## src/rtl/postcap_pkg.sv

```systemverilog
package postcap_pkg;

    localparam int ADDR_W = 10;
    localparam int DATA_W = 8;

    // One synchronized picture of the bus qualifiers and payload.
    typedef struct packed {
        logic [ADDR_W-1:0] addr;
        logic              aen;
        logic [DATA_W-1:0] data;
    } bus_snap_t;

    localparam int SNAP_W = $bits(bus_snap_t);

    // Capture event handed from the edge stage to the holding stage.
    typedef struct packed {
        logic              valid;
        logic [DATA_W-1:0] data;
    } cap_evt_t;

    function automatic logic port_hit(input bus_snap_t s,
                                      input logic [ADDR_W-1:0] port);
        return (s.addr == port) && !s.aen;
    endfunction

endpackage

```

## src/rtl/postcap_sync.sv

```systemverilog
module postcap_sync #(
    parameter int           W       = 1,
    parameter int           STAGES  = 2,
    parameter logic [W-1:0] RST_VAL = '0
) (
    input  logic         clk,
    input  logic         rst,
    input  logic [W-1:0] d,
    output logic [W-1:0] q
);
    localparam int LAST = STAGES - 1;

    logic [STAGES-1:0][W-1:0] chain;

    always_ff @(posedge clk) begin
        if (rst) begin
            chain <= {STAGES{RST_VAL}};
        end else begin
            chain <= {chain[LAST-1:0], d};
        end
    end

    assign q = chain[LAST];
endmodule

```

## src/rtl/postcap_strobe.sv

```systemverilog
module postcap_strobe
    import postcap_pkg::*;
#(
    parameter logic [ADDR_W-1:0] PORT_ADDR = 10'h080
) (
    input  logic      clk,
    input  logic      rst,
    input  logic      iow_n_s,
    input  bus_snap_t snap_s,
    output logic      strobe_rise,
    output cap_evt_t  evt
);
    logic      iow_n_q;
    bus_snap_t snap_q;

    // Delay by one clock so the qualifiers come from the strobe-low period.
    always_ff @(posedge clk) begin
        if (rst) begin
            iow_n_q <= 1'b1;
            snap_q  <= '0;
        end else begin
            iow_n_q <= iow_n_s;
            snap_q  <= snap_s;
        end
    end

    always_comb begin
        strobe_rise = iow_n_s && !iow_n_q;
        evt.valid   = strobe_rise && port_hit(snap_q, PORT_ADDR);
        evt.data    = snap_q.data;
    end
endmodule

```

## src/rtl/postcap_hold.sv

```systemverilog
module postcap_hold
    import postcap_pkg::*;
(
    input  logic              clk,
    input  logic              rst,
    input  cap_evt_t          evt,
    output logic [DATA_W-1:0] code,
    output logic              empty
);
    always_ff @(posedge clk) begin
        if (rst) begin
            code  <= '0;
            empty <= 1'b1;
        end else if (evt.valid) begin
            code  <= evt.data;
            empty <= 1'b0;
        end
    end
endmodule

```

## src/rtl/post_port_capture.sv

```systemverilog
module post_port_capture
    import postcap_pkg::*;
#(
    parameter logic [ADDR_W-1:0] PORT_ADDR   = 10'h080,
    parameter int                SYNC_STAGES = 2
) (
    input  logic              clk,
    input  logic              bus_rst,
    input  logic [ADDR_W-1:0] bus_addr,
    input  logic              bus_aen,
    input  logic              bus_iow_n,
    input  logic [DATA_W-1:0] bus_data,
    output logic [DATA_W-1:0] post_code,
    output logic              no_code_yet
);
    logic              iow_n_s;
    logic [SNAP_W-1:0] snap_raw;
    logic [SNAP_W-1:0] snap_s_bits;
    bus_snap_t         snap_s;
    logic              strobe_rise;
    cap_evt_t          evt;
    logic              cap_valid;
    logic [DATA_W-1:0] cap_data;

    assign snap_raw = {bus_addr, bus_aen, bus_data};

    postcap_sync #(.W(1), .STAGES(SYNC_STAGES), .RST_VAL(1'b1)) u_sync_iow (
        .clk (clk),
        .rst (bus_rst),
        .d   (bus_iow_n),
        .q   (iow_n_s)
    );

    postcap_sync #(.W(SNAP_W), .STAGES(SYNC_STAGES), .RST_VAL('0)) u_sync_bus (
        .clk (clk),
        .rst (bus_rst),
        .d   (snap_raw),
        .q   (snap_s_bits)
    );

    assign snap_s = bus_snap_t'(snap_s_bits);

    postcap_strobe #(.PORT_ADDR(PORT_ADDR)) u_strobe (
        .clk         (clk),
        .rst         (bus_rst),
        .iow_n_s     (iow_n_s),
        .snap_s      (snap_s),
        .strobe_rise (strobe_rise),
        .evt         (evt)
    );

    assign cap_valid = evt.valid;
    assign cap_data  = evt.data;

    postcap_hold u_hold (
        .clk   (clk),
        .rst   (bus_rst),
        .evt   (evt),
        .code  (post_code),
        .empty (no_code_yet)
    );
endmodule

```

## config.mk

```make
export PLATFORM = sky130hd
export DESIGN_NAME = post_port_capture
export DESIGN_NICKNAME = d
export VERILOG_FILES = /design/src/rtl/postcap_pkg.sv /design/src/rtl/postcap_sync.sv /design/src/rtl/postcap_strobe.sv /design/src/rtl/postcap_hold.sv /design/src/rtl/post_port_capture.sv
export SDC_FILE = /design/constraint.sdc
export NUM_CORES = 1
export LEC_CHECK = 0
export BUFFER_PORTS_ARGS = -buffer_cell sky130_fd_sc_hd__buf_2
export CAP_MARGIN = 15
export CORE_MARGIN = 3
export CORE_UTILIZATION = 58
export CTS_CLUSTER_SIZE = 16
export DETAILED_ROUTE_END_ITERATION = 12
export GPL_TIMING_DRIVEN = 0
export PLACE_DENSITY = 0.85
export SYNTH_ARGS = -nofsm -noshare
export SYNTH_HDL_FRONTEND = slang
export SYNTH_SLANG_ARGS = --single-unit
export TNS_END_PERCENT = 5
```

## constraint.sdc

```tcl
create_clock -name clk -period 3 [get_ports clk]
set_input_delay 0.15 -clock clk [delete_from_list [all_inputs] [get_ports clk]]
set_output_delay 0.15 -clock clk [all_outputs]
set_load 0.05 [all_outputs]
```

==> results.json, run 1 <==
{
  "status": "complete, no violations",
  "startpoint_type": "flop",
  "ys_seq_area_share_pct": 67.90,
  "tightest_slew_ns": 0.4636,
  "cts_resized": 0,
  "ant_nets": 0,
  "yosys_warnings": 0,
  "final_common_cell": "dfxtp_1",
  "netlist_area_mm2": 0.002034,
  "power_w": 0.001552,
  "arrival_ns": 1.57,
  "rsz0062_at_grt": "false",
  "reg2reg_slack_ns": 1.73,
  "critical_path_class": "reg -> reg",
  "cts.clk_slew.worst_paths_ns": 0.10,
  "clock_sinks": 69,
  "area_delta_synth_final_pct": 24.66,
  "cts_tree": "yes",
  "grt.overflow.total": 0,
  "cts_root_buf": "clkbuf_4",
  "drive_gt1_share_pct": 21.65,
  "synthTopCellsByArea": "dfxtp_1, nor2b_1, nand2b_1",
  "num_rows": 20,
  "cp_max_fo": 9,
  "syn_inst": 169,
  "cts_made_buffers": 9,
  "cap_violations": 0,
  "finalSetupViolations": 0,
  "post-dp-hpwl_mm": 2.001,
  "fin_skew_ns": 0.01350,
  "antenna_found_initial": 0,
  "via_per_inst": 4.545,
  "hold_path_class": "in -> reg",
  "ir_worst_vdd_mv": 0.3900,
  "grt_use_total_pct": 20.04,
  "htree_levels": 3,
  "final_cell_mix": "dfxtp_1, nor2b_1, buf_2, dlygate4sd3_1, nand2b_1",
  "reg2reg_to": "u_hold.code[2]",
  "cts_setup_buffers": 0,
  "netlist.area_leader.share_pct": 67.90,
  "coreArea_mm2": 0.003203,
  "yosysTopAreaCell": "dfxtp_1",
  "synth_nets": 191,
  "p_leak_nw": 1.054,
  "avgSynthCellArea_um2": 12.04,
  "die-area_mm2": 0.004254,
  "fin_crit_sh_pct": 42.21,
  "whs_path_depth": 2,
  "final_core_util_pct": 79.18,
  "gp_congestion": 0.7117,
  "start_util_pct": 63.52,
  "hold_start": "bus_addr[0]",
  "min_period_ns": 1.266,
  "dr.pass1.iters": 3,
  "reg2regPathDepth": 4,
  "hold_viol": 0,
  "drtIter0Drc": 64,
  "die_h_um": 65.23,
  "slew_viol_final": 0,
  "grt_pass1_wl_mm": 6.189,
  "design_area_mm2": 0.002536,
  "dpl_cell_area_mm2": 0.002235,
  "vias": 1250,
  "n_antenna_cell": 0,
  "fmax_mhz": 789.8,
  "hold_end": "u_sync_bus.chain[9]",
  "drc": 0,
  "routed_wl_mm": 3.652,
  "grt_max_degree": 11,
  "cp_data_required_time_ns": 3.31,
  "crit_path_end_kind": "flop",
  "timing.rr.start": "u_strobe.snap_q[15]",
  "io-pin-count": 31,
  "die_x_um": 65.23,
  "relSlewSlack_pct": 69.10,
  "cellPowerDensity_mw_per_mm2": 612.1,
  "synth_seq_cells": 69,
  "wl_per_cell_um": 13.28,
  "grt_pass1_vias": 1369,
  "insertion_delay_ns": 0.38,
  "port_buffers": 29,
  "cts_buffer_depth": 2,
  "setup_tns_ns": 0,
  "synth_cell_types": 14,
  "final_nets": 249
}
cell usage after synthesis, drive strengths merged:
cell    count
and4        1
buf         4
clkbuf      5
dfxtp      69
inv         1
mux2i       8
nand2b     16
nor2b      58
nor3        1
nor4        1
nor4b       1
o21bai      1
or2         3
per-layer routing:
metal	vias to the layer above	part of all wire (%)	routed length [um]	track usage, %
met3	9	3.7	136	6.667
met5	-	0	0	0
met2	26	54	1957	36.54
met1	582	41	1490	20.78
met4	0	1.9	68	8.549
li1	633	-	-	-
final cells by class:
class / count / area (um2)
inverter: 1 / 3.754
tap: 44 / 55.05
buffer: 9 / 45.04
multi-input combinational: 90 / 604.3
clock buffer: 14 / 116.4
sequential: 69 / 1381
fill: 212 / 666.9
clock inverter: 1 / 5.005
timing repair buffer: 47 / 325.3
cells by family after synthesis:
family	after synthesis	share of synthesized area, %
mux	8	3.936
flops	69	67.90
compound gates	1	0.3691
simple gates	81	25.40
buf+inv	10	2.398
metrics by stage:
step	setup WS, ns	instances	hold slack [ns]
2_1_floorplan	1.892	169	0.2538
3_3_place_gp	1.801	242	0.3315
3_5_place_dp	1.746	242	0.3416
4_1_cts	1.733	275	0.003797
5_1_grt	1.632	275	0.001013
6_report	1.734	275	0.006488
worst max-delay path by stage:
stage | from | endpoint | slack [ns] | depth (start not counted)
floorplan | u_strobe.snap_q[15] | u_hold.code[0] | 1.89 | 4
global placement | u_strobe.snap_q[15] | u_hold.code[1] | 1.80 | 4
detailed placement | u_strobe.snap_q[15] | u_hold.code[2] | 1.75 | 4
CTS | u_strobe.snap_q[15] | u_hold.code[6] | 1.73 | 4
global route | u_strobe.snap_q[15] | u_hold.code[2] | 1.63 | 4
finish | u_strobe.snap_q[15] | u_hold.code[2] | 1.73 | 4
power breakdown:
group / total (W) / internal [W] / switching [W] / leakage [nW]
Clock: 0.000516 / 0.000235 / 0.000282 / 0.0692
Combinational: 0.0000791 / 0.0000487 / 0.0000305 / 0.418
Sequential: 0.000957 / 0.000948 / 0.00000938 / 0.566
Total: 0.00155 / 0.00123 / 0.000321 / 1.05
sequential cells by signal, indices dropped and copies added (netlist names):
name and count:
u_strobe.snap_q 11, u_sync_iow.q 1, u_sync_iow.chain 1, u_strobe.evt 8, u_hold.code 8, u_strobe.iow_n_q 1, u_sync_bus.chain 19, u_hold.empty 1
u_sync_bus.q 19
critical path, stage by stage, from the launching register on:
cell and delay (ns):
dfxtp_1 0.34, nor4b_2 0.28, and4_1 0.23, buf_6 0.15
mux2i_1 0.20
repair_timing:
action,4_1_cts,5_1_grt
hold buffers,18,0
endpoints found under the setup margin,0,0
hold endpoints to repair,18,0
No activity file was read; power rests on OpenSTA's default activity.
==> run 2: changes to the inputs <==
CORE_UTILIZATION = 48   (was 58)
PLACE_DENSITY = 0.76   (was 0.85)
clock period = 1.09 ns   (was 3 ns; I/O delays follow)
==> results.json, run 2 (same netlist as run 1, synthesis figures left out) <==
{
  "status": "finished with violations",
  "violations": "setup timing",
  "htree_levels": 3,
  "grt_use_total_pct": 14.06,
  "fin_skew_ns": 0.006412,
  "fill_cells": 291,
  "drtIter0Drc": 28,
  "crit_chain": "nor4_2, and4_1, buf_6, mux2i_1",
  "critPathBufInv": 1,
  "final_cell_mix": "dfxtp_1, nor2b_1, buf_2, dlygate4sd3_1, nand2b_1",
  "hold_viol": 0,
  "hold_path_class": "in -> reg",
  "fin_crit_sh_pct": 115.5,
  "cap_violations": 0,
  "fmax_mhz": 794.4,
  "final_nets": 251,
  "die_h_um": 71.11,
  "drive_gt1_share_pct": 22.32,
  "post-dp-hpwl_mm": 1.751,
  "grt_pass1_wl_mm": 5.230,
  "hold_ws_ns": 0.07537,
  "dr.pass1.iters": 3,
  "drc": 0,
  "ant_nets": 0,
  "cts_buffer_depth": 2,
  "slew_viol_final": 0,
  "p_leak_nw": 1.124,
  "critPathSlowestCell": "dfxtp_1",
  "cts.clk_slew.worst_paths_ns": 0.07,
  "ir_worst_vdd_mv": 1.184,
  "area_delta_synth_final_pct": 33.21,
  "arrival_ns": 1.50,
  "n_antenna_cell": 0,
  "cp_data_required_time_ns": 1.34,
  "dpl_cell_area_mm2": 0.002242,
  "num_rows": 23,
  "pre_cts_ws_ns": -0.2100,
  "cts_tree": "yes",
  "rsz0062_at_grt": "true",
  "design_area_mm2": 0.002710,
  "cellPowerDensity_mw_per_mm2": 2022,
  "critPathTopFamily": "simple AND/OR/NAND/NOR gates",
  "slowest_delay_ns": 0.31,
  "startpoint_type": "flop",
  "io-pin-count": 31,
  "wl_per_cell_um": 10.52,
  "grt_pass1_vias": 1217,
  "cts_root_buf": "clkbuf_8",
  "tightest_slew_ns": 0.4849,
  "start_util_pct": 50.14,
  "grt_max_degree": 12,
  "cts_setup_buffers": 0,
  "crit_path_end_kind": "flop",
  "via_per_inst": 4.173,
  "finalSetupViolations": 9,
  "port_buffers": 29,
  "relSlewSlack_pct": 67.67,
  "vias": 1181,
  "die_x_um": 71.11,
  "clock_sinks": 69,
  "critical_path_class": "reg -> reg",
  "final_common_cell": "dfxtp_1",
  "antenna_found_initial": 0,
  "grt.overflow.total": 0,
  "insertion_delay_ns": 0.32,
  "setup_slack_ns": -0.1689,
  "gp_congestion": 0.6828,
  "cp_max_fo": 9,
  "coreArea_mm2": 0.004058,
  "cts_made_buffers": 9,
  "min_period_ns": 1.259,
  "routed_wl_mm": 2.977,
  "die-area_mm2": 0.005056,
  "power_w": 0.005479
}
==> run 2: cell types whose count changed in the layout (fill, tap and decap cells not counted), sizes merged <==
cell,delta
dlygate4sd3,+2
bufinv,+4
clkbuf,-3
clkinv,-1
==> run 2: cell type report <==
class	count	area, um2	share of cell area (%)
sequential	69	1381	50.97
multi-input combinational	90	610.6	22.53
tap	50	62.56	2.308
clock inverter	4	120.1	4.432
timing repair buffer	49	345.3	12.74
inverter	1	3.754	0.1385
buffer	9	45.04	1.662
clock buffer	11	141.4	5.217
==> run 2: worst paths after layout <==
path | start | to | slack, ns | cells after the start
hold reg to reg | u_sync_iow.chain[0] | u_sync_iow.q | 0.43 | 1
setup reg to reg | u_strobe.snap_q[10] | u_hold.code[2] | -0.17 | 4
hold / removal | bus_rst | u_sync_bus.chain[12] | 0.08 | 2
setup / recovery | u_strobe.snap_q[10] | u_hold.code[2] | -0.17 | 4
==> run 2: timing repair <==
item                       4_1_cts  5_1_grt
setup endpoints to repair        9        9
gates resized for setup          1        0
hold endpoints to repair        20        0
hold buffers                    20        0
==> run 2: routing by layer <==
metal | vias to the layer above | global-route usage [%] | wire [um]
met5 | - | 0 | 0
met4 | 0 | 6.889 | 73
met3 | 7 | 6.818 | 167
met2 | 27 | 24.00 | 1460
met1 | 510 | 14.32 | 1276
li1 | 637 | - | -
==> run 2: power breakdown <==
group / leakage, nW / switching, W / total [W] / internal, W
registers: 0.566 / 0.0000182 / 0.00263 / 0.00261
clock network: 0.130 / 0.000833 / 0.00264 / 0.00180
logic: 0.428 / 0.0000775 / 0.000216 / 0.000139
==> run 2: metrics by stage <==
stage / util, % / cells / TNS [ns]
2_1_floorplan: - / 169 / -0.07786
3_3_place_gp: 55.26 / 248 / -0.9020
3_5_place_dp: 55.26 / 248 / -1.684
4_1_cts: 66.79 / 283 / -1.480
5_1_grt: 66.79 / 283 / -1.977
6_report: 66.79 / 283 / -1.093
==> run 3: changes to the inputs <==
PLACE_DENSITY = 0.8   (was 0.76)
==> results.json, run 3 (same netlist as run 1, synthesis figures left out) <==
{
  "pre_cts_ws_ns": -0.1362,
  "wl_met1_mm": 1.388,
  "cp_max_fo": 9,
  "area_delta_synth_final_pct": 30.81,
  "coreArea_mm2": 0.004058,
  "insertion_delay_ns": 0.32,
  "crit_chain": "nor4b_2, and4_1, buf_6, mux2i_1",
  "wl_per_cell_um": 10.82,
  "grt_pass1_wl_mm": 5.147,
  "hold_end": "u_sync_bus.chain[12]",
  "htree_levels": 3,
  "io-pin-count": 31,
  "reg2reg_slack_ns": -0.15,
  "met2_length_mm": 1.450,
  "cts.clk_slew.worst_paths_ns": 0.07,
  "finalSetupViolations": 9,
  "hold_viol": 0,
  "wl_met3_um": 148,
  "power_w": 0.005040,
  "reg2regPathDepth": 4,
  "cts_tree": "yes",
  "die_x_um": 71.11,
  "num_rows": 23,
  "cellPowerDensity_mw_per_mm2": 1894,
  "grt_max_degree": 12,
  "dr.pass1.iters": 2,
  "start_util_pct": 50.14,
  "timing.rr.start": "u_strobe.snap_q[15]",
  "fin_cells": 283,
  "arrival_ns": 1.50,
  "cp_data_required_time_ns": 1.34,
  "ir_worst_vdd_mv": 1.487,
  "rsz0062_at_grt": "true",
  "cts_buffer_depth": 2,
  "ant_nets": 0,
  "routed_wl_mm": 3.061,
  "die-area_mm2": 0.005056,
  "slowest_delay_ns": 0.31,
  "cts_made_buffers": 9,
  "crit_path_end_kind": "flop",
  "die_h_um": 71.11,
  "fin_skew_ns": 0.004173,
  "tightest_slew_ns": 0.4759,
  "gp_congestion": 0.6532,
  "violations": "setup timing",
  "status": "finished with violations",
  "p_leak_nw": 1.106,
  "via_per_inst": 4.163,
  "min_period_ns": 1.244,
  "vias": 1178,
  "grt.overflow.total": 0,
  "final_cell_mix": "dfxtp_1, nor2b_1, buf_2, dlygate4sd3_1, nand2b_1",
  "grt_use_total_pct": 13.92,
  "clock_sinks": 69,
  "dr.max_layer_used": "met4",
  "dp_cells": 248,
  "post-dp-hpwl_mm": 1.818,
  "antenna_found_initial": 0,
  "drc": 0,
  "final_common_cell": "dfxtp_1",
  "fmax_mhz": 803.6,
  "setup_slack_ns": -0.1544,
  "drtIter0Drc": 47,
  "n_antenna_cell": 0,
  "final_nets": 251,
  "fin_crit_sh_pct": 114.2,
  "cts_root_buf": "clkbuf_8",
  "drive_gt1_share_pct": 22.75,
  "whs_path_depth": 2,
  "startpoint_type": "flop",
  "hold_path_class": "in -> reg",
  "setup_tns_ns": -1.170,
  "hold_start": "bus_rst",
  "grt_pass1_vias": 1162,
  "critical_path_class": "reg -> reg",
  "hold_ws_ns": 0.07884,
  "port_buffers": 29,
  "critPathSlowestCell": "dfxtp_1",
  "slew_viol_final": 0,
  "reg2reg_to": "u_hold.code[3]",
  "critPathTopFamily": "simple AND/OR/NAND/NOR gates",
  "critPathBufInv": 1,
  "relSlewSlack_pct": 68.28,
  "cap_violations": 0
}
==> run 3: per-layer routing <==
layer,GRT usage [%],vias up
met3,5.398,6
li1,-,635
met4,9.395,0
met2,22.66,30
met5,0,-
met1,14.89,507
==> run 3: how the worst max path moves through the flow <==
| stage | start | to | slack (ns) | depth (start not counted) |
|---|---|---|---|---|
| CTS | u_strobe.snap_q[15] | u_hold.code[3] | -0.15 | 4 |
| global route | u_strobe.snap_q[10] | u_hold.code[1] | -0.24 | 4 |
| global placement | u_strobe.snap_q[10] | u_hold.code[1] | -0.11 | 4 |
| finish | u_strobe.snap_q[15] | u_hold.code[3] | -0.15 | 4 |
| detailed placement | u_strobe.snap_q[15] | u_hold.code[3] | -0.14 | 4 |
| floorplan | u_strobe.snap_q[15] | u_hold.code[0] | -0.01 | 4 |
==> run 3: timing repair <==
action | CTS | global route
pin swaps | 0 | 1
gates resized for setup | 0 | 1
endpoints found under the setup margin | 9 | 9
hold buffers | 20 | 0
setup buffers | 0 | 0
hold endpoints to repair | 20 | 0
==> run 3: layout make-up <==
cell class                 count  area, um2
fill                         287       1396
sequential                    69       1381
multi-input combinational     90      610.6
timing repair buffer          49      345.3
clock buffer                  10      137.6
clock inverter                 5      75.07
tap                           50      62.56
buffer                         9      45.04
inverter                       1      3.754
==> run 3: per-stage QoR <==
step                util, %  cell area (um2)
floorplan                 -             2034
global placement      55.26             2242
detailed placement    55.26             2242
CTS                   65.43             2655
global route          65.59             2661
finish                65.59             2661
==> run 3: power by group <==
part / leakage, nW / total [W] / switching, W / internal (W)
Clock: 0.112 / 0.00219 / 0.000869 / 0.00133
Sequential: 0.566 / 0.00263 / 0.0000200 / 0.00261
Combinational: 0.428 / 0.000217 / 0.0000780 / 0.000139
